$ cat config.mk
export PLATFORM = sky130hd
export DESIGN_NAME = simctl_regs
export DESIGN_NICKNAME = d
export VERILOG_FILES = /design/src/rtl/simctl_pkg.sv /design/src/rtl/simctl_decode.sv /design/src/rtl/simctl_report.sv /design/src/rtl/simctl_fetch.sv /design/src/rtl/simctl_regs.sv
export SDC_FILE = /design/constraint.sdc
export NUM_CORES = 1
export LEC_CHECK = 0
export BUFFER_PORTS_ARGS = -buffer_cell sky130_fd_sc_hd__buf_2
export CORE_MARGIN = 8
export CORE_UTILIZATION = 35
export DETAILED_ROUTE_END_ITERATION = 12
export PLACE_DENSITY_LB_ADDON = 0.15
export RECOVER_POWER = 100
export SLEW_MARGIN = 20
export SYNTH_ARGS = -nofsm -noshare
export SYNTH_HDL_FRONTEND = slang
export SYNTH_HIERARCHICAL = 1
export SYNTH_SLANG_ARGS = --single-unit
$ cat constraint.sdc
create_clock -name clk -period 2.84 [get_ports clk]
set_input_delay 0.568 -clock clk [delete_from_list [all_inputs] [get_ports clk]]
set_output_delay 0.568 -clock clk [all_outputs]
set_load 0.02 [all_outputs]
$ cat src/rtl/simctl_pkg.sv
package simctl_pkg;
  localparam int DATA_W     = 32;
  localparam int WORD_BYTES = 4;

  typedef enum logic [1:0] {
    IDX_SHUTDOWN = 2'd0,
    IDX_VERDICT  = 2'd1,
    IDX_NAMEPTR  = 2'd2,
    IDX_NONE     = 2'd3
  } reg_idx_e;

  typedef enum logic [1:0] {
    F_IDLE = 2'd0,
    F_REQ  = 2'd1,
    F_WAIT = 2'd2
  } fetch_st_e;
endpackage

$ cat src/rtl/simctl_decode.sv
module simctl_decode
  import simctl_pkg::*;
#(
  parameter int ADDR_W = 32,
  parameter logic [ADDR_W-1:0] BASE = 32'hFFFF_0000
) (
  input  logic              req_write,
  input  logic [ADDR_W-1:0] req_addr,
  input  logic [2:0]        req_size,
  output reg_idx_e          idx,
  output logic              legal
);
  logic in_window, aligned, word_write;

  always_comb begin
    in_window  = (req_addr[ADDR_W-1:4] == BASE[ADDR_W-1:4]);
    aligned    = (req_addr[1:0] == 2'b00);
    word_write = req_write && (req_size == 3'(WORD_BYTES));
    idx        = reg_idx_e'(req_addr[3:2]);
    legal      = word_write && in_window && aligned && (idx != IDX_NONE);
  end
endmodule

$ cat src/rtl/simctl_report.sv
module simctl_report
  import simctl_pkg::*;
(
  input  logic              clk,
  input  logic              rst_n,
  input  logic              acc,
  input  logic              legal,
  input  reg_idx_e          idx,
  input  logic [DATA_W-1:0] wdata,
  output logic              shutdown_o,
  output logic              result_valid_o,
  output logic              result_fail_o,
  output logic              acc_err_o,
  output logic              fetch_start
);
  logic [DATA_W-1:0] verdict_q;
  logic take;

  assign take          = acc && legal;
  assign fetch_start   = take && (idx == IDX_NAMEPTR);
  assign result_fail_o = |verdict_q;

  always_ff @(posedge clk or negedge rst_n) begin
    if (!rst_n) begin
      shutdown_o     <= 1'b0;
      result_valid_o <= 1'b0;
      acc_err_o      <= 1'b0;
      verdict_q      <= '0;
    end else begin
      shutdown_o     <= take && (idx == IDX_SHUTDOWN);
      result_valid_o <= take && (idx == IDX_VERDICT);
      acc_err_o      <= acc && !legal;
      if (take && (idx == IDX_VERDICT)) verdict_q <= wdata;
    end
  end
endmodule

$ cat src/rtl/simctl_fetch.sv
module simctl_fetch
  import simctl_pkg::*;
#(
  parameter int ADDR_W   = 32,
  parameter int NAME_LEN = 16
) (
  input  logic                  clk,
  input  logic                  rst_n,
  input  logic                  start,
  input  logic [ADDR_W-1:0]     start_addr,
  output logic                  mem_req_valid,
  input  logic                  mem_req_ready,
  output logic [ADDR_W-1:0]     mem_req_addr,
  input  logic                  mem_rsp_valid,
  input  logic [7:0]            mem_rsp_data,
  output logic                  busy,
  output logic [8*NAME_LEN-1:0] name_buf
);
  localparam int CNT_W = $clog2(NAME_LEN);
  localparam logic [CNT_W-1:0] LAST = CNT_W'(NAME_LEN - 1);

  fetch_st_e         st_q;
  logic [CNT_W-1:0]  cnt_q;
  logic [ADDR_W-1:0] ptr_q;
  logic              byte_we;

  assign busy          = (st_q != F_IDLE);
  assign mem_req_valid = (st_q == F_REQ);
  assign mem_req_addr  = ptr_q + ADDR_W'(cnt_q);
  assign byte_we       = (st_q == F_WAIT) && mem_rsp_valid;

  always_ff @(posedge clk or negedge rst_n) begin
    if (!rst_n) begin
      st_q  <= F_IDLE;
      cnt_q <= '0;
      ptr_q <= '0;
    end else begin
      case (st_q)
        F_IDLE: if (start) begin
          ptr_q <= start_addr;
          cnt_q <= '0;
          st_q  <= F_REQ;
        end
        F_REQ: if (mem_req_ready) st_q <= F_WAIT;
        F_WAIT: if (mem_rsp_valid) begin
          if (cnt_q == LAST) st_q <= F_IDLE;
          else begin
            cnt_q <= cnt_q + 1'b1;
            st_q  <= F_REQ;
          end
        end
        default: st_q <= F_IDLE;
      endcase
    end
  end

  for (genvar i = 0; i < NAME_LEN; i++) begin : g_byte
    if (i == NAME_LEN - 1) begin : g_term
      always_ff @(posedge clk or negedge rst_n) begin
        if (!rst_n) name_buf[8*i +: 8] <= 8'h00;
        else        name_buf[8*i +: 8] <= 8'h00;
      end
    end else begin : g_data
      always_ff @(posedge clk or negedge rst_n) begin
        if (!rst_n) name_buf[8*i +: 8] <= 8'h00;
        else if (byte_we && cnt_q == CNT_W'(i)) name_buf[8*i +: 8] <= mem_rsp_data;
      end
    end
  end
endmodule

$ cat src/rtl/simctl_regs.sv
module simctl_regs
  import simctl_pkg::*;
#(
  parameter int ADDR_W   = 32,
  parameter int NAME_LEN = 16,
  parameter logic [ADDR_W-1:0] BASE = 32'hFFFF_0000
) (
  input  logic                  clk,
  input  logic                  rst_n,
  input  logic                  req_valid,
  output logic                  req_ready,
  input  logic                  req_write,
  input  logic [ADDR_W-1:0]     req_addr,
  input  logic [2:0]            req_size,
  input  logic [DATA_W-1:0]     req_wdata,
  output logic                  mem_req_valid,
  input  logic                  mem_req_ready,
  output logic [ADDR_W-1:0]     mem_req_addr,
  input  logic                  mem_rsp_valid,
  input  logic [7:0]            mem_rsp_data,
  output logic                  shutdown_o,
  output logic                  result_valid_o,
  output logic                  result_fail_o,
  output logic                  acc_err_o,
  output logic                  busy_o,
  output logic [8*NAME_LEN-1:0] name_buf_o
);
  reg_idx_e idx;
  logic     legal, acc, fetch_start;

  assign req_ready = !busy_o;
  assign acc       = req_valid && req_ready;

  simctl_decode #(.ADDR_W(ADDR_W), .BASE(BASE)) u_dec (
    .req_write (req_write),
    .req_addr  (req_addr),
    .req_size  (req_size),
    .idx       (idx),
    .legal     (legal)
  );

  simctl_report u_rep (
    .clk            (clk),
    .rst_n          (rst_n),
    .acc            (acc),
    .legal          (legal),
    .idx            (idx),
    .wdata          (req_wdata),
    .shutdown_o     (shutdown_o),
    .result_valid_o (result_valid_o),
    .result_fail_o  (result_fail_o),
    .acc_err_o      (acc_err_o),
    .fetch_start    (fetch_start)
  );

  simctl_fetch #(.ADDR_W(ADDR_W), .NAME_LEN(NAME_LEN)) u_fetch (
    .clk           (clk),
    .rst_n         (rst_n),
    .start         (fetch_start),
    .start_addr    (req_wdata[ADDR_W-1:0]),
    .mem_req_valid (mem_req_valid),
    .mem_req_ready (mem_req_ready),
    .mem_req_addr  (mem_req_addr),
    .mem_rsp_valid (mem_rsp_valid),
    .mem_rsp_data  (mem_rsp_data),
    .busy          (busy_o),
    .name_buf      (name_buf_o)
  );
endmodule

==> metrics <==
outcome=complete, but fails checks; failing checks=max-capacitance violations, max-slew violations, negative setup slack; post-DP HPWL=17400 microns; hold slack=about 0.35 ns; Worst-path clk slew=0.07 ns; Overflow after GRT=0; Relative slew margins=-0.0868; first-pass GRT wire length=36100 microns; worst endpoint required time=2.27 ns; PwrDens=594 nW/um^2; max_cap viols=1; Port Buffers=239; Comb pwr share=0.134; core area=24100 sq um; worst skew pair latency=0.43 ns; crit end category=output port; critical path depth in cells=8; fmax=331 MHz; Die H=172 microns; crit-path cells=ha_2 > fa_2 > a211o_1 > buf_6 > o211a_4 > nand4_1 > xnor2_1 > buf_4; Row Count=57; final setup margin=-0.185 ns; Setup crit start=u_fetch/ptr_q[0]$_DFFE_PN0P_; Leak=between 5 and 6 nW; endpoints failing setup=14; nets@finish=between 900 and 1000; GP Congestion=slightly below 0.8; # diodes=0; Area after DPL=10200 sq um; worst r2r path cells=8; Total Power=6.38 mW; Vias/cell=4.82; worst-path fanout max=8; Max H-tree Level=4; Setup Skew=0.0103 ns; Max clock buf depth=2; CTS buffer count=17; VDD IR-drop max=~0.00035 V; cells after synthesis=a little under 600; ys async rst share=1.00; CTS Sinks=slightly below 200; origin of the critical flop-to-flop path=u_fetch/st_q[0]$_DFFE_PN0P_; RSZ-0062 raised after global routing=true; Int Pwr=4.54 mW; Clock Tree Root=clkbuf_16; CP Launch Type=flop; sequential-to-total area share from yosys stat=0.566; top cells by area, synth=dfrtp_1 57%, mux2_1 18%, mux2_4 5.1%; first-pass detailed-route iteration total=4; power share of the sequential group=0.471; critical path type=reg -> out; clock network fraction of design power=0.395; CTS tree=yes; syn avg cell area=14.3 sq um; yosys synthesis warning count=6; area grow syn2layout=26.0%; CP max-delay cell=dfrtp_1; family with the most delay on the worst path=adder cells; initial antenna violation count=0; hold_buf cts=0; Tcrit/Tclk final=1.07; detailed-route DRC error count=0; Yosys reg bits=193; hold-critical path depth=2; WP buf/inv=2; routed vias=approximately 5700; highest cell delay on the worst timing path=between 0.3 and 0.4 ns; antenna-violating nets left=0; hold_sp=req_addr[3]; routed wire length=23500 microns; Util after Layout=0.446; Net Sw Frac=0.288; DR WL/cell=19.7 microns; WP data arrival=2.46 ns; pin count of the biggest net entering global routing=65; EDFF count, synth=0; Initial Util=0.354; Cell Area, Synth=roughly 8500 sq um; fillers=2386; Hold Fails Final Rpt=0; Final Critical Period=between 3 and 4 ns; GRT Total Usage=0.159; Netlist cell types=53; area share of the largest cell type after synthesis=0.566; Initial DRC Count=between 300 and 400; vias in the first global route=6160; Synth area leader=dfrtp_1; Die Width=around 170 microns; final instance area=10700 sq um; # IOs=about 250; worst slew pin tran=1.63 ns; worst hold path class=in -> reg; Die ar.=29600 sq um; Psw=1.84 mW; share of cells above drive strength 1=0.248; ys flop type=dfrtp_1; max-slew violations=65
==> path summary, 6_finish.rpt <==
kind                                                     to  slack (ns)
setup / recovery                           mem_req_addr[18]       -0.18
hold / removal                   u_rep/shutdown_o$_DFF_PN0_        0.35
setup reg to reg               u_fetch/ptr_q[5]$_DFFE_PN0P_        0.10
hold reg to reg            u_fetch/name_buf[49]$_DFFE_PN0P_        0.49
max in group asynchronous  u_fetch/name_buf[98]$_DFFE_PN0P_        0.57
min in group asynchronous  u_fetch/name_buf[59]$_DFFE_PN0P_        0.53
==> layout by cell type, fill, tap and decap left out, types with 16 or more instances in the layout <==
cell	Yosys	final
nand4_1	16	16
mux2_1	140	167
nand2_1	20	19
dfrtp_1	193	192
buf_4	10	26
clkbuf_16	0	17
clkbuf_1	12	133
buf_2	4	84
==> registers in the layout, summed over array words and instances, names as in the netlist <==
register	flops
u_fetch/ptr_q	32
u_rep/shutdown_o	1
u_fetch/name_buf	120
u_fetch/st_q	2
u_rep/verdict_q	32
u_rep/acc_err_o	1
u_rep/result_valid_o	1
u_fetch/cnt_q	4
==> power groups by stage <==
stage	combinational (mW)	sequential [mW]	clock, mW
5_1_grt	0.944	3.02	2.72
3_3_place_gp	0.892	3.04	0
3_5_place_dp	0.907	3.05	0
2_1_floorplan	0.276	3.24	0
6_report	0.852	3.00	2.52
4_1_cts	0.911	3.00	2.62
==> synth_stat cells (8+ instances only) <==
cell	instances
clkbuf_1	12
mux2_2	14
xnor2_1	17
dfrtp_1	193
nand3_1	18
nor4_1	9
inv_1	10
nand4_1	16
buf_4	10
mux2_1	140
mux2_4	29
ha_1	8
xor2_1	12
nor2_1	8
nor2_2	11
nand2_1	20
==> kinds of logic after synthesis <==
kind of cell / synth area share
buffers and inverters: 0.0248
XOR/XNOR: 0.0298
AND/OR/NAND/NOR: 0.0963
flip-flops: 0.566
multiplexers: 0.256
AO/OA/AOI/OAI: 0.0125
other: 0.000440
adder cells (fa/ha/maj): 0.0141
==> per-layer routing <==
metal / GRT usage / part of all wire
met4: 0.0375 / 0.011
met2: 0.264 / 0.49
met1: 0.203 / 0.43
met5: 0 / 0
met3: 0.0461 / 0.069
==> final cells by class <==
cell class	instances	area, sq um	area share
clock buffers	17	425	0.0396
clock inverters	15	206	0.0192
inverters	10	37.5	0.00349
multi-input cells	370	3560	0.332
flip-flops and latches	193	4830	0.450
well taps	324	405	0.0377
repair buffers	263	1270	0.118
==> stage by stage <==
step	instances	setup slack, ns	TNS, ns
floorplan	602	0.0576	0
global placement	1151	0.0284	0
detailed placement	1151	-0.0151	-0.0190
CTS	1187	-0.232	-2.97
global route	1192	-0.284	-4.14
finish	1192	-0.185	-1.96
==> what timing repair did <==
item                                    CTS  global route
cloned                                    0             1
endpoints found under the setup margin   22            28
buffers inserted                          4             4
hold endpoints to repair                  0             0
resized for setup                        31            29
pin swaps                                13            13
No activity file was read; power rests on OpenSTA's default activity.
